## src/rtl/rxo_pkg.sv

```systemverilog
package rxo_pkg;

    typedef enum logic [1:0] {
        ST_IDLE  = 2'd0,
        ST_START = 2'd1,
        ST_DATA  = 2'd2,
        ST_STOP  = 2'd3
    } rx_state_e;

endpackage

```

## src/rtl/rxo_bit_timer.sv

```systemverilog
module rxo_bit_timer #(
    parameter int OSR   = 16,
    parameter int CNT_W = $clog2(OSR + 1)
) (
    input  logic clk,
    input  logic rst_n,
    input  logic tick_en,
    input  logic restart,
    input  logic run,
    output logic samp_stb,
    output logic vote_stb
);

    localparam logic [CNT_W-1:0] OSR_C   = CNT_W'(OSR);
    localparam logic [CNT_W-1:0] ONE_C   = CNT_W'(1);
    localparam logic [CNT_W-1:0] FIRST_C = CNT_W'(OSR / 2);
    localparam logic [CNT_W-1:0] LAST_C  = CNT_W'(OSR / 2 + 2);

    typedef struct packed {
        logic [CNT_W-1:0] cnt;
    } tmr_t;

    tmr_t             tmr_d, tmr_q;
    logic [CNT_W-1:0] cur;

    always_comb begin
        tmr_d = tmr_q;
        cur   = (tmr_q.cnt >= OSR_C) ? ONE_C : tmr_q.cnt + ONE_C;
        if (restart && tick_en) begin
            tmr_d.cnt = ONE_C;
        end else if (!run) begin
            tmr_d.cnt = '0;
        end else if (tick_en) begin
            tmr_d.cnt = cur;
        end
        samp_stb = run && tick_en && (cur >= FIRST_C) && (cur <= LAST_C);
        vote_stb = run && tick_en && (cur == LAST_C);
    end

    always_ff @(posedge clk or negedge rst_n) begin
        if (!rst_n) begin
            tmr_q <= '0;
        end else begin
            tmr_q <= tmr_d;
        end
    end

    AST_TICK_RANGE: assert property (@(posedge clk) disable iff (!rst_n)
        tmr_q.cnt <= OSR_C);

    AST_TICK_FROZEN: assert property (@(posedge clk) disable iff (!rst_n)
        (run && !tick_en && !restart) |=> $stable(tmr_q.cnt));

endmodule

```

## src/rtl/rxo_vote.sv

```systemverilog
module rxo_vote (
    input  logic clk,
    input  logic rst_n,
    input  logic clear,
    input  logic samp_stb,
    input  logic vote_stb,
    input  logic line,
    output logic bit_val,
    output logic bit_noisy
);

    typedef struct packed {
        logic [1:0] smp;
        logic [1:0] n;
    } vote_t;

    vote_t vt_d, vt_q;

    always_comb begin
        vt_d = vt_q;
        if (clear || vote_stb) begin
            vt_d.n = 2'd0;
        end else if (samp_stb) begin
            vt_d.smp = {vt_q.smp[0], line};
            vt_d.n   = vt_q.n + 2'd1;
        end
        bit_val   = (vt_q.smp[1] & vt_q.smp[0]) |
                    (vt_q.smp[1] & line) |
                    (vt_q.smp[0] & line);
        bit_noisy = !((vt_q.smp[1] == vt_q.smp[0]) && (vt_q.smp[0] == line));
    end

    always_ff @(posedge clk or negedge rst_n) begin
        if (!rst_n) begin
            vt_q <= '0;
        end else begin
            vt_q <= vt_d;
        end
    end

    AST_THREE_SAMPLES: assert property (@(posedge clk) disable iff (!rst_n)
        vote_stb |-> (vt_q.n == 2'd2));

    AST_NO_EXTRA_SAMPLE: assert property (@(posedge clk) disable iff (!rst_n)
        (samp_stb && !vote_stb) |-> (vt_q.n < 2'd2));

endmodule

```

## src/rtl/rxo_frame_rx.sv

```systemverilog
module rxo_frame_rx
    import rxo_pkg::*;
#(
    parameter int OSR = 16,
    parameter int DW  = 9
) (
    input  logic          clk,
    input  logic          rst_n,
    input  logic          tick_en,
    input  logic          rx_line,
    input  logic          mode9,
    output logic [DW-1:0] rx_data,
    output logic          rx_valid,
    output logic          noise_err,
    output logic          frame_err
);

    localparam int              BW         = $clog2(DW);
    localparam logic [BW-1:0]   LAST_LONG  = BW'(DW - 1);
    localparam logic [BW-1:0]   LAST_SHORT = BW'(DW - 2);

    typedef struct packed {
        rx_state_e      st;
        logic           line;
        logic           mode;
        logic [BW-1:0]  bidx;
        logic [DW-1:0]  shreg;
        logic           nacc;
        logic [DW-1:0]  data;
        logic           valid;
        logic           noise;
        logic           frame;
    } rx_regs_t;

    rx_regs_t      rx_d, rx_q;
    logic          restart;
    logic          samp_stb;
    logic          vote_stb;
    logic          bit_val;
    logic          bit_noisy;
    logic [BW-1:0] last_idx;

    rxo_bit_timer #(.OSR(OSR)) u_timer (
        .clk      (clk),
        .rst_n    (rst_n),
        .tick_en  (tick_en),
        .restart  (restart),
        .run      (rx_q.st != ST_IDLE),
        .samp_stb (samp_stb),
        .vote_stb (vote_stb)
    );

    rxo_vote u_vote (
        .clk       (clk),
        .rst_n     (rst_n),
        .clear     (restart),
        .samp_stb  (samp_stb),
        .vote_stb  (vote_stb),
        .line      (rx_line),
        .bit_val   (bit_val),
        .bit_noisy (bit_noisy)
    );

    always_comb begin
        rx_d       = rx_q;
        rx_d.valid = 1'b0;
        restart    = (rx_q.st == ST_IDLE) && tick_en && rx_q.line && !rx_line;
        last_idx   = rx_q.mode ? LAST_LONG : LAST_SHORT;
        if (tick_en) begin
            rx_d.line = rx_line;
        end
        case (rx_q.st)
            ST_IDLE: begin
                if (restart) begin
                    rx_d.st   = ST_START;
                    rx_d.mode = mode9;
                    rx_d.bidx = '0;
                    rx_d.nacc = 1'b0;
                end
            end
            ST_START: begin
                if (vote_stb) begin
                    if (bit_val) begin
                        rx_d.st = ST_IDLE;
                    end else begin
                        rx_d.st   = ST_DATA;
                        rx_d.nacc = bit_noisy;
                    end
                end
            end
            ST_DATA: begin
                if (vote_stb) begin
                    rx_d.shreg = {bit_val, rx_q.shreg[DW-1:1]};
                    rx_d.nacc  = rx_q.nacc | bit_noisy;
                    if (rx_q.bidx == last_idx) begin
                        rx_d.st = ST_STOP;
                    end else begin
                        rx_d.bidx = rx_q.bidx + BW'(1);
                    end
                end
            end
            ST_STOP: begin
                if (vote_stb) begin
                    rx_d.st    = ST_IDLE;
                    rx_d.valid = 1'b1;
                    rx_d.noise = rx_q.nacc | bit_noisy;
                    rx_d.frame = !bit_val;
                    rx_d.data  = rx_q.mode ? rx_q.shreg
                                           : {1'b0, rx_q.shreg[DW-1:1]};
                end
            end
            default: rx_d.st = ST_IDLE;
        endcase
    end

    always_ff @(posedge clk or negedge rst_n) begin
        if (!rst_n) begin
            rx_q <= '0;
        end else begin
            rx_q <= rx_d;
        end
    end

    assign rx_data   = rx_q.data;
    assign rx_valid  = rx_q.valid;
    assign noise_err = rx_q.noise;
    assign frame_err = rx_q.frame;

    AST_VALID_PULSE: assert property (@(posedge clk) disable iff (!rst_n)
        rx_valid |=> !rx_valid);

    AST_HOLD_OUTPUTS: assert property (@(posedge clk) disable iff (!rst_n)
        !rx_valid |-> ($stable(rx_data) && $stable(noise_err) && $stable(frame_err)));

    AST_SHORT_TOP_ZERO: assert property (@(posedge clk) disable iff (!rst_n)
        (rx_valid && !rx_q.mode) |-> (rx_data[DW-1] == 1'b0));

    AST_IDLE_NO_VOTE: assert property (@(posedge clk) disable iff (!rst_n)
        (rx_q.st == ST_IDLE) |-> !vote_stb);

endmodule

```

## config.mk

```make
export PLATFORM = sky130hd
export DESIGN_NAME = rxo_frame_rx
export DESIGN_NICKNAME = d
export VERILOG_FILES = /design/src/rtl/rxo_pkg.sv /design/src/rtl/rxo_bit_timer.sv /design/src/rtl/rxo_vote.sv /design/src/rtl/rxo_frame_rx.sv
export SDC_FILE = /design/constraint.sdc
export NUM_CORES = 1
export LEC_CHECK = 0
export ABC_AREA = 1
export BUFFER_PORTS_ARGS = -buffer_cell sky130_fd_sc_hd__buf_2
export CAP_MARGIN = 40
export CORE_MARGIN = 3
export CORE_UTILIZATION = 35
export CTS_CLUSTER_SIZE = 14
export DETAILED_ROUTE_END_ITERATION = 7
export RECOVER_POWER = 25
export SYNTH_ARGS = -nofsm -noshare
export SYNTH_HDL_FRONTEND = slang
export SYNTH_HIERARCHICAL = 1
export SYNTH_SLANG_ARGS = --single-unit
```

## constraint.sdc

```tcl
create_clock -name clk -period 2.45 [get_ports clk]
set_clock_uncertainty 0.15 [all_clocks]
set_input_delay 0.735 -clock clk [delete_from_list [all_inputs] [get_ports clk]]
set_output_delay 0.735 -clock clk [all_outputs]
set_load 0.02 [all_outputs]
```

* Word level (Yosys, flattened, before mapping)
Cells that the tools add are included.
** Storage, ports and cells
- Output and inout bits :: 12
- Register bits :: 37
- Word-level logic and storage cells :: 86
** Cells by class
- Bitwise logic cells :: 7
- Add/sub/neg operators :: 2
- Equal/unequal tests :: 15
- Muxes and demuxes :: 23
- Reductions and logical operators :: 24
- Magnitude comparators :: 3
** Operator list (count)
- $mux 5 :: 4
- $mux 14 :: 1
- $mux 2 :: 6
- $mux 4 :: 3
- $reduce_and 5->1 :: 2
- $logic_and 1x1->1 :: 9
- $mux 9 :: 1
- $ne 2x1->1 const B :: 4
- $pmux 2 s4 :: 1
- $pmux 4 s2 :: 1
- $reduce_and 2->1 :: 4
- $mux 3 :: 2
- $ne 2x2->1 const B :: 3
- $add 5x1->5 const B :: 1
- $eq 5x4->1 const B :: 1
- $ge 5x4->1 const B :: 1
- $ge 5x5->1 const B :: 1
- $le 5x4->1 const B :: 1
- $add 4x1->4 const B :: 1
- $eq 2x2->1 const B :: 2
- $eq 4x4->1 :: 1
- $reduce_and 4->1 :: 1
- $reduce_bool 2->1 :: 2
- $and 1x1->1 :: 3
- 11 further kinds :: 18

* Logic depth before layout (Yosys ltp)
- Depth after elaboration :: 7
- Depth in mapped cells :: 13
- Mapped depth without buffers :: 13

* Modules after synthesis
The synthesis kept the hierarchy.
** Modules (own cells, without submodules)
- rxo_frame_rx :: area an instance 1591.5 um^2, times used 1, seq. area each 750.7 um^2, cells each 196
- rxo_bit_timer :: area an instance 346.6 um^2, times used 1, seq. area each 125.1 um^2, cells each 48
- rxo_vote :: area an instance 127.6 um^2, times used 1, seq. area each 50.0 um^2, cells each 16

* Worst setup path before layout
Ideal clock, no wire load.
- Path kind :: register to register
- Start :: reg u_timer/tmr_q[0] in the netlist's numbering
- End :: reg rx_q, in the netlist rx_data[1]
- Required time :: 2.176 ns
- Cell stages (with the launch flop) :: 11
- Setup time :: 0.124 ns
- Setup slack :: 0.049 ns
- Arrival :: 2.127 ns
- Cells stage by stage :: dfrtp_1 > inv_1 > ha_1 > nand3_1 > nor2_1 > nand2_1 > nor3_1 > nand2_2 > buf_2 > a21oi_1 > a21oi_1
** On the way
- Cells in the longest elaborated chain, start to end :: 5
- Elaborated cells between the ends (all ways) :: 6
- Classes of those cells :: add/sub: 1; order compare: 1; eq/ne: 1; mux: 1; reduce/logical: 2
** RTL lines
- from (decl) :: line rxo_bit_timer.sv:23 : tmr_t tmr_d, tmr_q;
- from (signal assigned) :: line rxo_bit_timer.sv:44 : tmr_q <= tmr_d;
- $add 5x1->5 or $ge 5x5->1 (tied branches) :: line rxo_bit_timer.sv:28 : cur = (tmr_q.cnt >= OSR_C) ? ONE_C : tmr_q.cnt + ONE_C;
- $mux 5 (*) :: line rxo_bit_timer.sv:28
- $eq 5x4->1 (*) :: line rxo_bit_timer.sv:37 : vote_stb = run && tick_en && (cur == LAST_C);
- $logic_and 1x1->1 (*) :: line rxo_bit_timer.sv:37
- via vote_stb :: line rxo_frame_rx.sv:38 : logic vote_stb;
- $reduce_and 2->1 (no source line) (*)
- to (signal assigned) :: line rxo_frame_rx.sv:120 : rx_q <= rx_d;
- to (decl) :: line rxo_frame_rx.sv:35 : rx_regs_t rx_d, rx_q;
Mark *: on every way through the listed nets, which the timed path passes. The rest lies on a longest branch.
A chain may end at the register's enable or synchronous reset.

* Worst setup path in the final report
- Start :: reg u_timer/tmr_q[0] in the netlist's numbering
- End :: reg rx_q[12] in the netlist's numbering
** On the way
- Cells in the longest elaborated chain, start to end :: 6
- Elaborated cells between the ends (all ways) :: 8
- Classes of those cells :: add/sub: 1; order compare: 1; eq/ne: 3; mux: 1; reduce/logical: 2
** RTL lines (line)
- $add 5x1->5 or $ge 5x5->1 (tied branches) :: rxo_bit_timer.sv:28
- $mux 5 (*) :: rxo_bit_timer.sv:28
- $eq 5x4->1 (*) :: rxo_bit_timer.sv:37
- $logic_and 1x1->1 (*) :: rxo_bit_timer.sv:37
- via vote_stb :: rxo_frame_rx.sv:38
- $ne 2x1->1 (no source line)
- $reduce_and 5->1 (no source line) (*)
Marked as above.

==> flow_summary.toml <==
[grt]
grtUsageTotal_pct = 13.00
grt_max_degree = 38
antenna_found_initial = 0
grt_pass1_vias = 1637
grt_pass1_wl_mm = 7.327
grt_overflow = 0

[cts]
cts_sinks = 37
cts_tree = "done"
root_buffer = "clkbuf_8"
hold_buffers = 0
cts_max_path_buffers = 2
path_clk_slew_ps = 80
insertion_delay_ps = 290
cts_buffers = 5
htreeDepth = 2

[die]
core_um2 = 5608
ioPinCount = 17
start_util_pct = 36.84
die_w_um = 82.83
die_area_um2 = 6860
num_rows = 27
die_height_um = 82.83

[drt]
drtPass1Iterations = 4
drt-initial-drc-count = 67
post-route-drc-count = 0
drt-total-wl_mm = 4.028
routed_via_density = 4.738
vias = 1644
drtAntennaViolNets = 0
wl_per_cell_um = 11.61

[finish]
layout.nets = 289
final_cells = 347
multi_input_area_um2 = 924.6
fin_util_pct = 40.90
drive_gt1_share_pct = 18.91
fillers = 611
final_common_cell = "nand2_1"
areaGrowthSynthToFinish_pct = 11.02
diodes = 0
final_cell_mix = "nand2_1, dfrtp_1, nor2_1"
layout.area.seq_um2 = 927.1

[yosys]
ys_top_cells_by_area = "dfrtp_1, nand2_1, ha_1"
synth_xor_area_share_pct = 0
synth_edf_count = 0
synthAdderAreaFrac_pct = 6.057
seq_area_frac_synth_pct = 44.82
synth_nets = 275
yosysWarnings = 6
synth_top_area_share_pct = 44.82
synth_mux_area_share_pct = 0
synthCells = 260
yosys_register_bits = 37
avgSynthCellArea_um2 = 7.945
ys.flop_type = "dfrtp_1"
syn_area_um2 = 2066
async_reset_ff_share_pct = 100.0
synth_cell_type_count = 28
synth_top_family_by_area = "simple AND/OR/NAND/NOR gates"
yosys.area.top_type = "dfrtp_1"
synth-simple-area-share_pct = 28.59
synth_compound_area_share_pct = 10.12

[sta]
max_freq_mhz = 460.7
max_slew_margin_pct = 38.21
finalCritPeriodShare_pct = 88.60
tightest_slew_ps = 926.9
final.min_clock_period_ps = 2171
finalHoldViolations = 0
setup_violations = 0
fin_ws_ps = 279.4
slew_violations = 0

[placement]
place_hpwl_mm = 2.873
port-buffer-count = 16
gp_congestion = 0.8429
dp_slack_ps = 201.5
dp.cells = 336

[setup_path]
reg2reg_depth = 11
ff2ff_setup_slack_ps = 280
critPathMaxFanout = 20
crit_arrival_ps = 2250
end_kind = "flip-flop"
start_kind = "flip-flop"
r2r-end = "rx_q[12]"
worstSetupStartpoint = "u_timer/tmr_q[0]"
crit_end = "rx_q[12]"
critPathRequiredTime_ps = 2530
r2r-start = "u_timer/tmr_q[0]"
critPathKind = "flip-flop to flip-flop"

[flow_run]
maxCapViolCount = 0

[power_and_ir_drop]
power.leakage_uw = 0.001206
vdd_drop_max_mv = 0.2802
p_per_area_nw_per_um2 = 824.6

[min_path]
min_path_type = "flip-flop to flip-flop"

[run_status]
status = "completed"
[metal layers]
metal  global-route usage (%)  share of wire, %  up-vias
met1                    16.74                48      765
met2                    20.41                46       25
met5                        0                 0        -
met4                    6.241               2.5        0
met3                    3.175               3.6        7
li1                         -                 -      847
[area by class of cell]
class	count	share of cell area, %
clock buffer	6	3.601
inverter	30	5.074
tap	72	3.928
clock inverter	2	1.637
sequential	37	40.43
timing repair buffer	21	5.019
multi-input combinational	179	40.32
[per-stage QoR]
stage | total power, uW | area (um^2) | TNS [ps] | hold WS [ps]
3_3_place_gp | 1322 | 2150 | 0 | 319.7
5_1_grt | 2048 | 2293 | -1.037 | 368.4
4_1_cts | 1902 | 2270 | 0 | 344.4
3_5_place_dp | 1332 | 2150 | 0 | 332.3
2_1_floorplan | 1212 | 2066 | 0 | 289.4
6_report | 1891 | 2293 | 0 | 345.8
[worst max-delay path, cell delays in order, from the launching register on]
cell,delay (ps)
dfrtp_1,420
inv_1,100
ha_1,300
nand3_1,70
nor2_1,100
nand2_1,70
nor3_1,160
buf_4,170
nand2_2,220
nand2_1,130
nand3_1,80
o21ai_1,140
[worst min path at each step]
stage | from | end | slack [ps] | depth (start not counted)
after CTS | rst_n | rx_data[3] | 340 | 2
after detailed placement | rx_q[12] | rx_q[12] | 330 | 2
after global placement | rx_q[12] | rx_q[12] | 320 | 2
after global routing | frame_err | frame_err | 370 | 2
after floorplan | rst_n | async pin | 290 | 0
final | rx_data[8] | rx_data[8] | 350 | 2
[sequential cells by signal, indices dropped and copies added, names as in the netlist, named ones only]
signal	count
rx_q	17
rx_data	9
u_timer/tmr_q	5
u_vote/vt_q	2
frame_err	1
noise_err	1
rx_valid	1
[logic make-up after synthesis]
logic type,count (synthesis)
buf+inv,44
simple gates,131
fa+ha+maj,10
compound gates,38
flops,37
[synth_stat cells (4+ instances only)]
cell	number
nand2_1	64
dfrtp_1	37
nor2_1	29
inv_1	25
a21oi_1	20
nand3_1	17
buf_4	10
ha_1	10
o21ai_1	10
inv_2	4
nand2_2	4
o22ai_1	4
[report_power, final]
group / switching [uW] / total [uW] / leakage, uW / internal, uW
clock: 234 / 565 / 0.0000574 / 331
combinational: 389 / 596 / 0.000658 / 207
sequential: 69.9 / 730 / 0.000491 / 660
[repair_timing]
action / in CTS / in global routing
endpoints found under the setup margin: 0 / 14
resized for setup: 0 / 2
buffers inserted: 0 / 3
No activity file was read; power rests on OpenSTA's default activity.
